<file path="config.mk">
export PLATFORM = sky130hd
export DESIGN_NAME = gray_bus_seq
export DESIGN_NICKNAME = d
export VERILOG_FILES = /design/src/rtl/gbs_pkg.sv /design/src/rtl/gbs_sync.sv /design/src/rtl/gbs_fsm.sv /design/src/rtl/gbs_strobe.sv /design/src/rtl/gray_bus_seq.sv
export SDC_FILE = /design/constraint.sdc
export NUM_CORES = 1
export LEC_CHECK = 0
export ABC_AREA = 1
export BUFFER_PORTS_ARGS = -buffer_cell sky130_fd_sc_hd__buf_4
export CAP_MARGIN = 20
export CORE_MARGIN = 2
export CORE_UTILIZATION = 45
export CTS_CLUSTER_DIAMETER = 30
export CTS_CLUSTER_SIZE = 28
export DETAILED_ROUTE_END_ITERATION = 10
export GPL_TIMING_DRIVEN = 0
export PLACE_DENSITY = 0.66
export SLEW_MARGIN = 25
export SYNTH_ARGS = -nofsm -noshare
export SYNTH_HDL_FRONTEND = slang
export SYNTH_HIERARCHICAL = 1
export SYNTH_SLANG_ARGS = --single-unit
export TNS_END_PERCENT = 5
</file>
<file path="constraint.sdc">
create_clock -name clk -period 3.4 [get_ports clk]
set_input_delay 0 -clock clk [delete_from_list [all_inputs] [get_ports clk]]
set_output_delay 0 -clock clk [all_outputs]
set_load 0.02 [all_outputs]
</file>
<file path="src/rtl/gbs_pkg.sv">
package gbs_pkg;

  // Gray-ordered step codes: each legal step flips a single line
  typedef enum logic [1:0] {
    ST_IDLE = 2'b00,
    ST_UPR  = 2'b01,
    ST_LWR  = 2'b11,
    ST_EXE  = 2'b10
  } step_t;

  function automatic step_t step_after(step_t s);
    case (s)
      ST_IDLE: return ST_UPR;
      ST_UPR:  return ST_LWR;
      ST_LWR:  return ST_EXE;
      default: return ST_IDLE;
    endcase
  endfunction

endpackage

</file>
<file path="src/rtl/gbs_sync.sv">
module gbs_sync #(
  parameter int W      = 10,
  parameter int CW     = 2,
  parameter int STAGES = 2
) (
  input  logic         clk,
  input  logic         rst,
  input  logic [W-1:0] async_i,
  output logic [W-1:0] held_o,
  output logic         chg_o
);

  // pipe[0..STAGES-1] is the synchronizer, pipe[STAGES] the stability compare
  logic [STAGES:0][W-1:0] pipe;
  logic settled, fresh;

  always_ff @(posedge clk) begin
    if (rst) begin
      pipe <= '0;
    end else begin
      pipe[0] <= async_i;
      for (int k = 1; k <= STAGES; k++) pipe[k] <= pipe[k-1];
    end
  end

  assign settled = (pipe[STAGES] == pipe[STAGES-1]);
  assign fresh   = settled && (pipe[STAGES-1][CW-1:0] != held_o[CW-1:0]);

  always_ff @(posedge clk) begin
    if (rst) begin
      held_o <= '0;
      chg_o  <= 1'b0;
    end else begin
      chg_o <= fresh;
      if (fresh) held_o <= pipe[STAGES-1];
    end
  end

endmodule

</file>
<file path="src/rtl/gbs_fsm.sv">
module gbs_fsm
  import gbs_pkg::*;
#(
  parameter int DATA_W = 8,
  localparam int ADDR_W = 2 * DATA_W - 1
) (
  input  logic              clk,
  input  logic              rst,
  input  logic              chg_i,
  input  logic [1:0]        code_i,
  input  logic [DATA_W-1:0] byte_i,
  output logic [ADDR_W-1:0] addr_o,
  output logic              wr_o,
  output logic              exe_enter_o,
  output logic              exe_leave_o
);

  step_t st, want;
  logic [DATA_W-1:0] upr_q;
  logic [DATA_W-2:0] lwr_q;
  logic fwd;

  assign want        = step_after(st);
  assign fwd         = chg_i && (step_t'(code_i) == want);
  assign exe_enter_o = fwd && (want == ST_EXE);
  assign exe_leave_o = chg_i && (st == ST_EXE);
  assign addr_o      = {upr_q, lwr_q};

  always_ff @(posedge clk) begin
    if (rst) begin
      st    <= ST_IDLE;
      upr_q <= '0;
      lwr_q <= '0;
      wr_o  <= 1'b0;
    end else if (chg_i) begin
      if (fwd) begin
        st <= want;
        if (want == ST_UPR) upr_q <= byte_i;
        if (want == ST_LWR) {wr_o, lwr_q} <= byte_i;
      end else begin
        st <= ST_IDLE;
      end
    end
  end

endmodule

</file>
<file path="src/rtl/gbs_strobe.sv">
module gbs_strobe #(
  parameter int DATA_W    = 8,
  parameter int WE_CYCLES = 4,
  localparam int CNT_W    = $clog2(WE_CYCLES + 1)
) (
  input  logic              clk,
  input  logic              rst,
  input  logic              enter_i,
  input  logic              leave_i,
  input  logic              wr_i,
  input  logic [DATA_W-1:0] wdata_i,
  input  logic [DATA_W-1:0] sram_d_i,
  output logic              sram_we_n,
  output logic              sram_oe_n,
  output logic [DATA_W-1:0] sram_d_o,
  output logic              sram_d_oe,
  output logic [DATA_W-1:0] mcu_d_o,
  output logic              mcu_d_oe
);

  logic [CNT_W-1:0] left_q;

  always_ff @(posedge clk) begin
    if (rst) begin
      sram_we_n <= 1'b1;
      sram_oe_n <= 1'b1;
      sram_d_o  <= '0;
      sram_d_oe <= 1'b0;
      mcu_d_o   <= '0;
      mcu_d_oe  <= 1'b0;
      left_q    <= '0;
    end else if (leave_i) begin
      sram_we_n <= 1'b1;
      sram_oe_n <= 1'b1;
      sram_d_oe <= 1'b0;
      mcu_d_oe  <= 1'b0;
      left_q    <= '0;
    end else if (enter_i) begin
      if (wr_i) begin
        sram_we_n <= 1'b0;
        sram_d_oe <= 1'b1;
        sram_d_o  <= wdata_i;
        left_q    <= CNT_W'(WE_CYCLES - 1);
      end else begin
        sram_oe_n <= 1'b0;
        mcu_d_oe  <= 1'b1;
      end
    end else begin
      if (!sram_we_n) begin
        if (left_q == '0) sram_we_n <= 1'b1;
        else              left_q    <= left_q - 1'b1;
      end
      if (!sram_oe_n) mcu_d_o <= sram_d_i;
    end
  end

endmodule

</file>
<file path="src/rtl/gray_bus_seq.sv">
module gray_bus_seq #(
  parameter int DATA_W      = 8,
  parameter int WE_CYCLES   = 4,
  parameter int SYNC_STAGES = 2
) (
  input  logic                clk,
  input  logic                rst,
  input  logic [1:0]          ctl_i,
  input  logic [DATA_W-1:0]   mcu_d_i,
  output logic [DATA_W-1:0]   mcu_d_o,
  output logic                mcu_d_oe,
  output logic [2*DATA_W-2:0] sram_addr_o,
  input  logic [DATA_W-1:0]   sram_d_i,
  output logic [DATA_W-1:0]   sram_d_o,
  output logic                sram_d_oe,
  output logic                sram_we_n,
  output logic                sram_oe_n
);

  localparam int BUS_W = DATA_W + 2;

  logic [BUS_W-1:0] held;
  logic chg, wr, enter, leave;

  gbs_sync #(.W(BUS_W), .CW(2), .STAGES(SYNC_STAGES)) u_sync (
    .clk(clk), .rst(rst), .async_i({mcu_d_i, ctl_i}),
    .held_o(held), .chg_o(chg)
  );

  gbs_fsm #(.DATA_W(DATA_W)) u_fsm (
    .clk(clk), .rst(rst), .chg_i(chg), .code_i(held[1:0]),
    .byte_i(held[BUS_W-1:2]), .addr_o(sram_addr_o), .wr_o(wr),
    .exe_enter_o(enter), .exe_leave_o(leave)
  );

  gbs_strobe #(.DATA_W(DATA_W), .WE_CYCLES(WE_CYCLES)) u_strobe (
    .clk(clk), .rst(rst), .enter_i(enter), .leave_i(leave), .wr_i(wr),
    .wdata_i(held[BUS_W-1:2]), .sram_d_i(sram_d_i),
    .sram_we_n(sram_we_n), .sram_oe_n(sram_oe_n),
    .sram_d_o(sram_d_o), .sram_d_oe(sram_d_oe),
    .mcu_d_o(mcu_d_o), .mcu_d_oe(mcu_d_oe)
  );

endmodule

</file>
==> implementation parameters, run 1 <==
Parameter                              Value

Clock tree
  Post-CTS Setup Repair Bufs    0
  Clock tree from TritonCTS    built
  Count of H-tree levels built during CTS    3
  Maximum buffer depth of the clock tree    2
  Count of instances resized after the clock tree is built    0
  Clock Latency Late Sink    0.36 ns
  Number of buffers inserted during clock tree synthesis    9
  Worst-path clk slew    0.09 ns
  Clk Tree Root Cell    sky130_fd_sc_hd__clkbuf_8
  TritonCTS sink count    82

Critical path
  Type of element launching the critical path    flop
  Crit end category    flop
  Critical-path maximum fanout    10
  Arrival time of data at the critical path endpoint    2.44 ns
  Data required, critical path    3.62 ns
  WS Path Type    flop to flop
  Launching element of the worst setup path    u_fsm/st[0]
  Launch point of the worst reg-to-reg path    u_fsm/st[0]

Floorplan
  Core region area    0.00733 mm2
  Number of ports placed on the die boundary    55
  Initial core utilization    0.467
  Die width    91.3 um
  Chip height    91.3 um
  Placement row count    31
  Total die area    0.00833 mm2

Finish
  Area occupied by multi-input gates    0.00131 mm2
  Number of antenna diodes    0
  Final-stage net count    579
  Number of fill cells    660
  Register Area    0.00164 mm2
  Share of cells above drive strength 1    0.192
  Relative area change from synthesis to final layout    26.5%

Placed design
  HPWL after DPL    4.99 mm
  Final weighted congestion in routability-driven placement    0.797
  Number of port buffers    54

Synth
  Syn_area_per_cell    7.24 um2
  Synth Area in Compound Gates    0.0541
  Synthesis warning total    6
  Arithmetic-cell share of the synthesized area counting full adders, half adders and majority gates    0.00730
  Post-synthesis sequential element count    82
  Post-synthesis share of cell area spent on and, or, nand and nor gates    0.311
  Synth Instances    473
  Multiplexer share of the synthesized area    0
  Seq/Total Area, Yosys    0.479
  Area share of xor/xnor cells in the synthesized design    0.0102
  Unique masters post-synth    30
  Post-synthesis cell area    0.00343 mm2
  Synthesized netlist net count    495
  Main combinational cell family by area after synthesis    simple AND/OR/NAND/NOR gates

Route
  Detailed Route Iter0 Violations    118
  Number of nets with antenna violations after detailed routing    0
  Per-cell routed wire length    10.5 um
  Final wirelength    6.96 mm
  Vias per cell    4.49
  Remaining routing DRC violations    0
  Routed vias    2,971
  Number of iterations in the first detailed-routing pass    4

Global routing
  Met3 Track Usage GR    0.0531
  Total Routing Usage GR    0.181
  Largest net degree at the start of global routing    16
  GRT Max-Usage Layer    met2
  First-pass GRT wire length    12.2 mm
  Antenna violations before repair    0
  Routing usage on met1    0.200
  Met2 global-route usage    0.334
  Total overflow reported by the global router    0
  Via count of the first global-routing pass    2,818

Run
  # Max-Cap Violations    0

Timing
  Minimum clock period    2.22 ns
  Final cycle utilization of the critical path    0.653
  Timing-limited maximum frequency    451 MHz
  Max transition margin    0.470
  Final Setup Violations    0
  Count of final hold-check violations    0
  Fin Setup TNS    0 ns
  Final slew viol count    0
  Clock Skew    0.0108 ns
  Worst Max-Slew Pin Slew    0.789 ns
  Unrepaired setup endpoints after global routing    false

Power and ir drop
  Max VDD drop    297 uV
  Pwr/cell area    422 mW/mm2
  Static power due to leakage    1.98 nW
  Overall power after layout    1.83 mW

Worst hold path
  Class of the worst hold path    primary input to flop
  Hold Path Origin    mcu_d_i[7]

Run status
  Outcome    finished clean
-- stage by stage --
step                hold WS [ns]  utilization  cells  worst slack, ns  cell area, um2
floorplan                 0.0691            -    473             1.52            3430
global placement           0.198        0.540    626             1.24            3960
detailed placement         0.209        0.540    626             1.19            3960
CTS                        0.373        0.591    661             1.15            4330
global route               0.393        0.591    661            0.971            4330
finish                     0.388        0.591    661             1.18            4330
-- synthesized netlist by cell type (all sizes together) --
cell | n | area (um2)
a21oi | 30 | 150
buf | 10 | 87.6
clkbuf | 5 | 18.8
clkinv | 1 | 3.75
dfxtp | 82 | 1640
ha | 2 | 25.0
inv | 97 | 364
nand2 | 120 | 465
nand3 | 17 | 108
nand3b | 1 | 7.51
nand4 | 18 | 113
nor2 | 76 | 339
nor2b | 1 | 6.26
nor3 | 3 | 26.3
o211ai | 1 | 7.51
o21a | 1 | 7.51
o21ai | 4 | 20.0
xnor2 | 2 | 17.5
xor2 | 2 | 17.5
-- flip-flops by register name, indices dropped and copies added, names as in the netlist --
register / count
u_strobe/mcu_d_o: 8
u_sync/chg_o: 1
u_strobe/left_q: 3
u_fsm/st: 2
u_fsm/lwr_q: 7
u_strobe/sram_d_oe: 1
u_strobe/sram_oe_n: 1
u_strobe/mcu_d_oe: 1
u_sync/pipe: 30
u_strobe/sram_we_n: 1
u_strobe/sram_d_o: 8
u_fsm/upr_q: 8
u_fsm/wr_o: 1
u_sync/held_o: 10
-- routing by layer --
| layer | part of all wire | routed length [um] |
|---|---|---|
| met5 | 0 | 0 |
| met2 | 0.52 | 3590 |
| met1 | 0.44 | 3050 |
| met4 | 0.0080 | 56 |
| met3 | 0.038 | 263 |
-- cells by family after synthesis --
kind of cell	after synthesis
AND/OR/NAND/NOR	236
buffers and inverters	113
flip-flops	82
AO/OA/AOI/OAI	36
XOR/XNOR	4
adder cells (fa/ha/maj)	2
-- critical path, stage by stage (launching register included) --
cell and delay (ns):
sky130_fd_sc_hd__dfxtp_1 0.32, sky130_fd_sc_hd__buf_6 0.13, sky130_fd_sc_hd__nand2_1 0.06, sky130_fd_sc_hd__nand2_1 0.05
sky130_fd_sc_hd__nor2_2 0.13, sky130_fd_sc_hd__buf_4 0.20, sky130_fd_sc_hd__buf_6 0.15, sky130_fd_sc_hd__nand3_2 0.07
sky130_fd_sc_hd__nor2_1 0.38, sky130_fd_sc_hd__nand2_2 0.14, sky130_fd_sc_hd__nor2_4 0.22, sky130_fd_sc_hd__inv_2 0.12
sky130_fd_sc_hd__nand2_1 0.08, sky130_fd_sc_hd__a21oi_1 0.05
-- final cells by class --
type,instances,area share
sequential,82,0.379
multi-input combinational,278,0.302
timing repair buffer,73,0.137
inverter,98,0.0849
clock buffer,10,0.0318
tap,99,0.0286
buffer,15,0.0245
clock inverter,6,0.0116
-- what timing repair did --
item	4_1_cts	5_1_grt
hold buffers	19	0
endpoints found under the setup margin	0	0
endpoints found under the hold margin	21	0
-- cell usage in the layout, fill, tap and decap left out, types with 9 or more instances in the layout --
cell type and instances:
sky130_fd_sc_hd__a21oi_1 30, sky130_fd_sc_hd__buf_4 57, sky130_fd_sc_hd__clkbuf_8 10, sky130_fd_sc_hd__dfxtp_1 82
sky130_fd_sc_hd__dlygate4sd3_1 19, sky130_fd_sc_hd__inv_1 88, sky130_fd_sc_hd__inv_2 9, sky130_fd_sc_hd__nand2_1 114
sky130_fd_sc_hd__nand3_1 14, sky130_fd_sc_hd__nand4_1 18, sky130_fd_sc_hd__nor2_1 66
-- power by group --
part / switching, mW / internal (mW)
clock network: 0.362 / 0.294
logic: 0.0956 / 0.0788
registers: 0.0156 / 0.982
total: 0.473 / 1.35
-- path summary, 6_finish.rpt --
check                                             to  slack [ns]  depth (start not counted)
worst max-delay path            u_strobe/sram_d_o[0]        1.18                         13
worst min-delay path                  u_sync/pipe[9]        0.39                          4
worst max register to register  u_strobe/sram_d_o[0]        1.18                         13
worst min register to register       u_sync/pipe[19]        0.41                          2
Power figures use the tool's default switching activity.
==> inputs of run 2 (changes only) <==
==> constraint.sdc (replaced) <==
create_clock -name clk -period 2.1 [get_ports clk]
set_input_delay 0 -clock clk [delete_from_list [all_inputs] [get_ports clk]]
set_output_delay 0 -clock clk [all_outputs]
set_load 0.02 [all_outputs]
==> run 2 against run 1 <==
  * Setup slack lost 1.0 ns
  * Via count grew 1.5%
  * Non-clock buffer count grew 5
  * Wire length grew 0.72%
  * Design area grew 1.5%
  * Die area is the same
  * Combinational power grew 64%
  * Clock skew is essentially flat
  * Hold slack gained 0.0024 ns
  * Sequential cell count is the same
  * Maximum frequency grew 13%
  * Utilization grew 0.90 points
==> implementation parameters, run 2 (synthesis gave the netlist of run 1 again) <==
Parameter                              Value

Run status
  Outcome    finished clean

Finish
  Number of fill cells    648 (-1.8%)
  Relative area change from synthesis to final layout    28.4%
  Most common cell after layout, fill and taps aside    sky130_fd_sc_hd__nand2_1
  Number of flip-flops under the largest register name    30 (unchanged)
  Area of all placed cells without fillers    0.00440 mm2 (+1.5%)
  Commonest cells after routing, fill and taps aside    sky130_fd_sc_hd__nand2_1 (114), sky130_fd_sc_hd__inv_1 (88), sky130_fd_sc_hd__dfxtp_1 (81)
  Final-stage net count    584 (+0.86%)
  Share of cells above drive strength 1    0.203 (+0.0107)
  Leading registers by flop count    u_sync/pipe: 30 flops, u_sync/held_o: 10 flops
  Register bank with the most flops    u_sync/pipe
  Number of antenna diodes    0 (unchanged)

Run
  # Max-Cap Violations    0 (unchanged)

Placed design
  Instance area after placement    0.00396 mm2 (unchanged)
  HPWL after DPL    4.99 mm (unchanged)
  Number of port buffers    54 (unchanged)
  Final weighted congestion in routability-driven placement    0.797 (unchanged)

Power and ir drop
  Max VDD drop    480 uV (+62%)
  Pwr/cell area    672 mW/mm2 (+59%)
  Static power due to leakage    2.01 nW (+1.5%)

Floorplan
  Chip height    91.3 um (unchanged)
  Die width    91.3 um (unchanged)
  Placement row count    31 (unchanged)
  Initial core utilization    0.467 (unchanged)
  Number of ports placed on the die boundary    55 (unchanged)
  Total die area    0.00833 mm2 (unchanged)
  Core region area    0.00733 mm2 (unchanged)

Worst hold path
  WHS Path Cells    4 (unchanged)
  Class of the worst hold path    primary input to flop

Route
  Per-cell routed wire length    10.5 um (about the same)
  Number of nets with antenna violations after detailed routing    0 (unchanged)
  Number of iterations in the first detailed-routing pass    4 (unchanged)
  Final wirelength    7.01 mm (+0.72%)
  Vias per cell    4.53 (+0.75%)
  Remaining routing DRC violations    0 (unchanged)
  Routed vias    3,016 (+1.5%)
  Detailed Route Iter0 Violations    106 (-10%)

Timing
  Minimum clock period    1.96 ns (-0.259 ns)
  Clock Skew    0.0103 ns (-0.000429 ns)
  Worst Max-Slew Pin Slew    0.835 ns (+0.0455 ns)
  Count of final hold-check violations    0 (unchanged)
  Final slew viol count    0 (unchanged)
  Max transition margin    0.439 (-0.0306)
  Final cycle utilization of the critical path    0.933 (+0.281)
  Timing-limited maximum frequency    510 MHz (+13%)
  Final Setup Violations    0 (unchanged)
  Fin Setup TNS    0 ns (unchanged)

Clock tree
  Clock Latency Late Sink    0.35 ns (about the same)
  Clk Tree Root Cell    sky130_fd_sc_hd__clkbuf_8
  Worst-path clk slew    0.09 ns (about the same)
  Count of H-tree levels built during CTS    3 (unchanged)
  Maximum buffer depth of the clock tree    2 (unchanged)
  TritonCTS sink count    82 (unchanged)
  Number of buffers inserted during clock tree synthesis    9 (unchanged)
  Clock tree from TritonCTS    built

Critical path
  Length in cells of the worst reg-to-reg path    13 (unchanged)
  Arrival time of data at the critical path endpoint    2.24 ns (-0.20 ns)
  Data required, critical path    2.38 ns (-1.24 ns)
  Delay of the slowest critical-path stage    0.32 ns (-0.06 ns)
  WS Path Type    flop to flop
  Ordered list of cells on the worst path    buf_6 -> nand2_1 -> nand2_1 -> nor2_2 -> buf_6 -> buf_6 -> nand3_2 -> nor2_4 -> nand2_2 -> nor2_4 -> buf_2 -> nand2_1 -> a21oi_1
  Critical-path maximum fanout    10 (unchanged)
  Type of element launching the critical path    flop
  Slowest stage cell, crit path    sky130_fd_sc_hd__dfxtp_1
  Crit end category    flop

Global routing
  Largest net degree at the start of global routing    16 (unchanged)
  Antenna violations before repair    0 (unchanged)
  First-pass GRT wire length    12.3 mm (+0.23%)
  Via count of the first global-routing pass    2,826 (+0.28%)
  Total Routing Usage GR    0.181 (+0.000351)
  Total overflow reported by the global router    0 (unchanged)
[run 2: cell types whose count changed in the layout (fill, tap and decap cells not counted), sizes merged]
cell,delta
buf,+5
[run 2: worst max-delay path, delay by kind of cell, from the launching register on]
family	cells	cell delay, ns
and+or+nand+nor	8	0.85
DFF	1	0.32
buffers and inverters	4	0.57
AOI/OAI and AO/OA	1	0.14
[run 2: worst paths after layout]
kind | start | end | slack, ns
worst min register to register | u_sync/pipe[9] | u_sync/pipe[19] | 0.41
worst min-delay path | mcu_d_i[7] | u_sync/pipe[9] | 0.39
worst max-delay path | u_fsm/st[0] | u_strobe/sram_d_o[4] | 0.14
worst max register to register | u_fsm/st[0] | u_strobe/sram_d_o[4] | 0.14
[run 2: layout make-up]
cell class / instances / area [um2] / share of cell area
Buffer: 15 / 114 / 0.0259
Clock buffer: 10 / 138 / 0.0313
Clock inverter: 6 / 50.0 / 0.0114
Inverter: 98 / 370 / 0.0842
Multi-Input combinational cell: 278 / 1320 / 0.299
Sequential cell: 82 / 1640 / 0.373
Tap cell: 99 / 124 / 0.0282
Timing Repair Buffer: 78 / 643 / 0.146
[run 2: stage by stage]
step | instances | utilization | hold WS (ns) | power [mW] | setup slack, ns
floorplan | 473 | - | 0.0691 | 1.83 | 0.222
global placement | 626 | 0.540 | 0.198 | 1.90 | -0.0622
detailed placement | 626 | 0.540 | 0.209 | 1.91 | -0.110
CTS | 661 | 0.592 | 0.373 | 3.00 | 0.0837
global route | 666 | 0.600 | 0.393 | 3.12 | -0.00414
finish | 666 | 0.600 | 0.390 | 2.96 | 0.140
[run 2: timing repair]
action,CTS,global route
endpoints found under the hold margin,21,0
setup endpoints to repair,9,10
hold buffers,19,0
resized for setup,2,5
setup buffers,0,6
pin swaps,0,4
[run 2: where the power goes]
| part | leakage, nW | internal, mW | total (mW) | switching, mW |
|---|---|---|---|---|
| clock network | 0.0948 | 0.476 | 1.06 | 0.581 |
| logic | 1.25 | 0.130 | 0.285 | 0.155 |
| registers | 0.667 | 1.59 | 1.62 | 0.0253 |
| total | 2.01 | 2.20 | 2.96 | 0.761 |
[run 2: metal layers]
layer	GRT usage	part of all wire
met5	0	0
met3	0.0531	0.041
met1	0.200	0.43
met2	0.335	0.52
met4	0.0492	0.0073
